[src/rtl/pktgen_stream.sv]
module pktgen_stream #(
  parameter int CNT_W  = 16,
  parameter int MINLEN = 64,
  parameter int MAXLEN = 1518
) (
  input  logic        clk,
  input  logic        rst_n,
  input  logic [1:0]  reg_addr,
  input  logic        reg_wr,
  input  logic [31:0] reg_wdata,
  output logic [31:0] reg_rdata,
  output logic [63:0] src_data,
  output logic        src_valid,
  input  logic        src_ready,
  output logic        src_sop,
  output logic        src_eop,
  output logic [2:0]  src_empty
);
  localparam int LEN_W  = $clog2(MAXLEN + 1);
  localparam int BEAT_W = $clog2(MAXLEN / 8 + 2);

  logic              busy, done, stop_req;
  logic [31:0]       lfsr, seed_r;
  logic [CNT_W-1:0]  count_r, sent_r;
  logic [1:0]        ftype;
  logic [BEAT_W-1:0] beat, last_beat;
  logic [2:0]        last_empty;

  logic [LEN_W-1:0]  raw_len, len_now;
  logic [LEN_W-1:0]  len_m1;
  logic [BEAT_W-1:0] cur_last;
  logic [2:0]        cur_empty;
  logic [47:0]       dest;
  logic              acc, first, start_ok, stop_wr, finish;

  assign raw_len  = LEN_W'(lfsr[10:0]);
  assign len_now  = (raw_len < LEN_W'(MINLEN)) ? LEN_W'(MINLEN) :
                    (raw_len > LEN_W'(MAXLEN)) ? LEN_W'(MAXLEN) : raw_len;
  assign len_m1   = len_now - LEN_W'(1);
  assign first    = (beat == '0);
  assign cur_last = first ? BEAT_W'(len_m1 >> 3) : last_beat;
  assign cur_empty = first ? 3'(4'd8 - {1'b0, len_now[2:0]}) : last_empty;

  always_comb begin
    case (ftype)
      2'd0:    dest = 48'h02_00_00_00_00_01;
      2'd1:    dest = 48'h01_00_5E_00_00_01;
      default: dest = 48'hFF_FF_FF_FF_FF_FF;
    endcase
  end

  assign src_valid = busy;
  assign src_sop   = busy & first;
  assign src_eop   = busy & (beat == cur_last);
  assign src_empty = src_eop ? cur_empty : 3'd0;
  assign src_data  = first ? {dest, lfsr[15:0]} : {lfsr, ~lfsr};

  assign acc      = src_valid & src_ready;
  assign start_ok = reg_wr & (reg_addr == 2'd0) & reg_wdata[0] & ~busy & (count_r != '0);
  assign stop_wr  = reg_wr & (reg_addr == 2'd0) & reg_wdata[1] & busy;
  assign finish   = (sent_r + CNT_W'(1) == count_r) | stop_req | stop_wr;

  always_comb begin
    case (reg_addr)
      2'd0:    reg_rdata = {30'd0, done, busy};
      2'd1:    reg_rdata = 32'(count_r);
      2'd2:    reg_rdata = seed_r;
      default: reg_rdata = 32'(sent_r);
    endcase
  end

  always_ff @(posedge clk) begin
    if (!rst_n) begin
      busy       <= 1'b0;
      done       <= 1'b0;
      stop_req   <= 1'b0;
      lfsr       <= 32'd1;
      seed_r     <= '0;
      count_r    <= '0;
      sent_r     <= '0;
      ftype      <= '0;
      beat       <= '0;
      last_beat  <= '0;
      last_empty <= '0;
    end else begin
      if (reg_wr && reg_addr == 2'd1) count_r <= reg_wdata[CNT_W-1:0];
      if (reg_wr && reg_addr == 2'd2) seed_r  <= reg_wdata;
      if (start_ok) begin
        busy     <= 1'b1;
        done     <= 1'b0;
        stop_req <= 1'b0;
        sent_r   <= '0;
        ftype    <= '0;
        beat     <= '0;
        lfsr     <= (seed_r == '0) ? 32'd1 : seed_r;
      end else begin
        if (stop_wr) stop_req <= 1'b1;
        if (acc) begin
          lfsr <= {lfsr[30:0], lfsr[31] ^ lfsr[21] ^ lfsr[1] ^ lfsr[0]};
          if (first) begin
            last_beat  <= cur_last;
            last_empty <= cur_empty;
          end
          if (src_eop) begin
            beat   <= '0;
            sent_r <= sent_r + CNT_W'(1);
            ftype  <= (ftype == 2'd2) ? 2'd0 : ftype + 2'd1;
            if (finish) begin
              busy     <= 1'b0;
              done     <= 1'b1;
              stop_req <= 1'b0;
            end
          end else begin
            beat <= beat + BEAT_W'(1);
          end
        end
      end
    end
  end
endmodule

[config.mk]
export PLATFORM = sky130hd
export DESIGN_NAME = pktgen_stream
export DESIGN_NICKNAME = d
export VERILOG_FILES = /design/src/rtl/pktgen_stream.sv
export SDC_FILE = /design/constraint.sdc
export NUM_CORES = 1
export LEC_CHECK = 0
export CAP_MARGIN = 20
export CORE_MARGIN = 5
export CORE_UTILIZATION = 40
export DETAILED_ROUTE_END_ITERATION = 16
export SLEW_MARGIN = 20
export SYNTH_ARGS = -nofsm -noshare
export SYNTH_HDL_FRONTEND = slang
export SYNTH_SLANG_ARGS = --single-unit
[constraint.sdc]
create_clock -name clk -period 6.15 [get_ports clk]
set_input_delay 1.23 -clock clk [delete_from_list [all_inputs] [get_ports clk]]
set_output_delay 1.23 -clock clk [all_outputs]
set_load 0.02 [all_outputs]
After elaboration in Yosys (flattened, before gate mapping)
Cells that the tools add are included.
- register bits after elaboration: 120
- input bits: 38
- output and inout port bits: 102
- word-level logic and storage cells: 78
- add/subtract/negate cells: 5
- $lt $le $gt $ge: 2
- equal/unequal tests: 6
- multiplexer cells: 21
- bitwise operators: 18
- reduce and logical (&&, ||, !) cells: 15
- operators with widths (operator ; count):
    $mux W32 ; 3
    $pmux W32 S3 ; 1
    $pmux W48 S2 ; 1
    $mux W64 ; 1
    $logic_not A32 Y1 ; 1
    $not A32 Y32 ; 1
    $mux W11 ; 2
    $add A16 B1 Y16 const B ; 1
    $eq A16 B16 Y1 ; 1
    $mux W8 ; 2
    $reduce_bool A16 Y1 ; 1
    $gt A11 B11 Y1 const B ; 1
    $lt A11 B7 Y1 const B ; 1
    $sub A11 B1 Y11 const B ; 1
    $and A1 B1 Y1 ; 9
    $reduce_and A3 Y1 ; 3
    $add A8 B1 Y8 const B ; 1
    $eq A8 B8 Y1 ; 1
    $logic_not A8 Y1 ; 1
    $mux W1 ; 8
    $mux W3 ; 2
    $reduce_bool A2 Y1 ; 3
    $eq A2 B1 Y1 const B ; 2
    $eq A2 B2 Y1 const B ; 2
    10 further kinds ; 17

Depth between registers and ports, before layout
Gate-level depths: netlist of the first run.
- word-level depth: 10
- depth in mapped cells: 16
- mapped depth without buffers: 12

Worst setup path before layout of the first run
No wires, ideal clock.
- path kind: reg2out
- from: register lfsr[1]
- to: output port src_empty[0]
- arrival: 3.329 ns
- slack: 1.591 ns
- stages on the path, launching flop included: 14
- buffers on the path: 1
- path through: dfxtp_1 -> buf_2 -> nand4_1 -> a211oi_1 -> nor2_1 -> nand2_1 -> ha_1 -> or3b_1 -> o41ai_2 -> o221ai_1 -> nor3_2 -> a41o_1 -> nand2b_1 -> a21oi_1
- longest elaborated chain between the ends: 8
- RTL lines (element ; line ; text):
    start: declaration ; 23 ; logic [31:0] lfsr, seed_r;
    start signal: assignment ; 95 ; lfsr <= (seed_r == '0) ? 32'd1 : seed_r;
    start signal: assignment ; 99 ; lfsr <= {lfsr[30:0], lfsr[31] ^ lfsr[21] ^ lfsr[1] ^ lfsr[0]};
    $gt A11 B11 Y1 ; 38 ; (raw_len > LEN_W'(MAXLEN)) ? LEN_W'(MAXLEN) : raw_len;
    $mux W11 ; 38 ;
    $mux W11 (*) ; 37 ; assign len_now = (raw_len < LEN_W'(MINLEN)) ? LEN_W'(MINLEN) :
    $sub A11 B1 Y11 ; 39 ; assign len_m1 = len_now - LEN_W'(1);
    $mux W8 ; 41 ; assign cur_last = first ? BEAT_W'(len_m1 >> 3) : last_beat;
    $eq A8 B8 Y1 ; 54 ; assign src_eop = busy & (beat == cur_last);
    $and A1 B1 Y1 ; 54 ;
    $mux W3 (*) ; 55 ; assign src_empty = src_eop ? cur_empty : 3'd0;
    end: declaration ; 17 ; output logic [2:0] src_empty
Mark *: on every way between the ends. The rest lies on a longest branch, timed or not.

Final worst setup path of the first run
- from: register lfsr[0]
- to: output port src_empty[2]
The elaborated chain is that of the path after synthesis.

==> impl_metrics.ini, run 1 <==
[grt]
initial_antenna_violation_count = 0
globalRoute.totalOverflow = 0
grt_util_all_layers_pct = 23.0
largest_net_degree_at_the_start_of_global_routing = 95
grt_pass1_wl_um = 39700
first_global_vias = 7064

[clock_network]
worst_setup_hold_path_clk_slew_ps = 60
clock_tree_from_tritoncts = built
worst_skew_pair.late_latency_ps = 430
holdBufCountCts = 0
total_clock_buffers_created_by_cts = 17
max-clock-path-buffers = 2
cts_root_buffer = sky130_fd_sc_hd__clkbuf_16
ctsHtreeMaxLevel = 4
tritoncts_num_sinks = 120

[timing]
pin_slew_with_the_least_headroom_to_its_limit_ps = 1110
finalHoldViolations = 0
setup_viol_count_final = 0
post-route-min-period_ps = 5740
finalCritPeriodShare_pct = 93.3
skew_ps = 10.3
timing.slew.headroom_pct = 26.2
grt_setup_unrepaired = no
timing.final.max_slew_violations = 0
max_freq_mhz = 174
finalHoldWorstSlack_ps = 466
fin_setup_tns_ps = 0

[layout]
antenna-diode-count = 0
drive_above_1_share_pct = 7.13
mostFrequentLayoutCell = sky130_fd_sc_hd__nand2_1
syn_to_final_growth_pct = 27.1
ff_latch_area_mm2 = 0.00240
design.final.nets = 1096
layout_common_cells = sky130_fd_sc_hd__nand2_1, sky130_fd_sc_hd__clkdlybuf4s50_1, sky130_fd_sc_hd__dfxtp_1
multi_input_logic_area_mm2 = 0.00454
fill_cells = 1792

[floorplanning]
pin_count = 140
fp.dieW_um = 145
rows = 49
die-height_um = 145
initial_core_util_pct = 40.8
dieArea_mm2 = 0.0211
coreArea_mm2 = 0.0180

[placed_design]
io_buffer_count = 139
gp_congestion = 0.876
dpl.hpwl_um = 17900

[synth]
syn_inst = 968
synth-xor-area-share_pct = 5.50
synth-adder-area-share_pct = 0.854
syn_warnings = 0
synth-edff-count = 0
synth_fp_nets = 1011
post_synth.cell_area_avg_um2 = 7.56
postSynth.topFlopCell = sky130_fd_sc_hd__dfxtp_1
async_flop_share_pct = 0
synth-simple-area-share_pct = 28.0
ys_seq_area_share_pct = 32.8
synth.area.mux_share_pct = 4.14
syn-cell-area_mm2 = 0.00732
synth_compound_gate_area_share_pct = 23.4
post_synth_num_cell_types = 74
ys_seq_elements = 120
main_combinational_cell_family_by_area_after_synthesis = simple AND/OR/NAND/NOR gates

[setup_path]
worst_reg_to_reg_setup_slack_ps = 1850
cp_slowest_cell = sky130_fd_sc_hd__clkdlybuf4s50_1
critPathRequiredTime_ps = 4920
startpoint = lfsr[0]
worstReg2RegStart = lfsr[0]
critical_path.endpoint = src_empty[2]
path_depth = 14
rr_worst_depth = 12
path_buf_inv = 2
cp_data_arrival_time_ps = 4510
start_kind = register
critical_path.cell_chain = nand4_1 > a211oi_1 > buf_4 > nor2_1 > nand2_1 > ha_1 > or3b_1 > o41ai_2 > o221ai_1 > nor3_2 > a41o_1 > nand2b_1 > a21oi_1 > clkdlybuf4s50_1
timing.setup.critical_path_class = register to output pin
critical_path.top_delay_family = simple AND/OR/NAND/NOR gates
end_kind = output pin
worst-path-max-fanout = 11
r2r-end = stop_req
timing.critical_path.slowest_cell_delay_ps = 620

[routing]
viasPerCell = 5.72
antenna_left = 0
via_count = 7412
post_drt_wl_per_cell_um = 19.2
first_pass_iters = 5
routed_wirelength_um = 24800
drc = 0
detail_route.iter0.violations = 553

[power_and_ir_drop]
power_leakage_nw = 3.44
peak_ir_drop_on_the_vdd_network_v = 0.000190
power.density_mw_per_mm2 = 227

[flow_run]
maxCapViolations = 0

[worst_hold_path]
min_path_type = register to register

[outcome]
run_status = completed
==> area by class of cell <==
cell class	count	share of cell area, %
Clock buffer	17	4.57
Tap cell	229	3.08
Timing Repair Buffer	147	15.5
Inverter	13	0.525
Clock inverter	15	1.63
Sequential cell	120	25.9
Multi-Input combinational cell	754	48.8
==> synthesized netlist by cell type, types with 16 or more instances <==
library cell | count | area, um2
sky130_fd_sc_hd__nor4_1 | 16 | 100
sky130_fd_sc_hd__and2_1 | 23 | 144
sky130_fd_sc_hd__a21oi_1 | 50 | 250
sky130_fd_sc_hd__a21boi_0 | 53 | 398
sky130_fd_sc_hd__nor3_1 | 19 | 95.1
sky130_fd_sc_hd__nand3_1 | 18 | 90.1
sky130_fd_sc_hd__clkbuf_1 | 65 | 244
sky130_fd_sc_hd__nor2_1 | 50 | 188
sky130_fd_sc_hd__dfxtp_1 | 120 | 2400
sky130_fd_sc_hd__nand2_1 | 214 | 803
sky130_fd_sc_hd__o21ai_0 | 63 | 315
sky130_fd_sc_hd__xnor2_1 | 36 | 315
==> worst register-to-register path: cells and delay by family (launching register included) <==
family                   cells  cell delay [ps]
AO/OA/AOI/OAI                3             1270
adder cells (fa/ha/maj)      1              200
flip-flops                   1              570
AND/OR/NAND/NOR              7             1970
buffers and inverters        1              190
==> registers in the layout, summed over array words and instances (netlist names), 2 cells and up <==
name        cells
lfsr           32
seed_r         32
count_r        16
sent_r         16
beat            8
last_beat       8
last_empty      3
ftype           2
==> cells by family (layout without fill, tap and decap cells) <==
group	Yosys count	count (layout)
AO/OA/AOI/OAI	252	252
adder cells (fa/ha/maj)	5	5
buffers and inverters	94	192
flip-flops	120	120
multiplexers	26	26
XOR/XNOR	46	46
AND/OR/NAND/NOR	425	425
==> per-stage QoR <==
step	std cells	utilization [%]	cell area, um2	worst slack [ps]	total power, mW
global placement	1263	48.5	8720	876	1.14
CTS	1295	51.8	9300	322	2.12
floorplan	968	-	7320	1590	1.03
detailed placement	1263	48.5	8720	776	1.14
finish	1295	51.8	9300	415	2.11
global route	1295	51.8	9300	113	2.19
==> layer usage <==
metal / global-route usage, % / routed length [um] / vias up
li1: - / - / 3600
met2: 38.2 / 11800 / 230
met5: 0 / 0 / -
met4: 7.04 / 575 / 0
met1: 30.0 / 11100 / 3541
met3: 4.99 / 1290 / 41
==> where the power goes <==
| group | total [mW] | switching, mW | internal [mW] |
|---|---|---|---|
| logic | 0.287 | 0.164 | 0.123 |
| clock network | 0.983 | 0.412 | 0.571 |
| registers | 0.839 | 0.0389 | 0.800 |
==> repair_timing <==
item | CTS | global route
hold endpoints to repair | 0 | 0
gates resized for setup | 0 | 2
setup endpoints to repair | 0 | 2
setup buffers | 0 | 0
==> worst min-delay path by stage <==
| stage | from | endpoint | cells after the start |
|---|---|---|---|
| 2_1_floorplan | done | done | 2 |
| 3_3_place_gp | done | done | 2 |
| 3_5_place_dp | done | done | 2 |
| 4_1_cts | done | done | 2 |
| 5_1_grt | done | done | 2 |
| 6_report | last_empty[1] | last_empty[1] | 2 |
No activity file was read; power rests on OpenSTA's default activity.
==> run 2: changes to the inputs <==
--- a/config.mk
+++ b/config.mk
@@ -8,6 +8,7 @@
 export CAP_MARGIN = 20
 export CORE_MARGIN = 5
 export CORE_UTILIZATION = 40
+export CTS_CLUSTER_DIAMETER = 60
 export DETAILED_ROUTE_END_ITERATION = 16
 export SLEW_MARGIN = 20
 export SYNTH_ARGS = -nofsm -noshare
==> results of run 2 <==
Same layout as run 1: the final DEF is identical, and so are final timing and power.
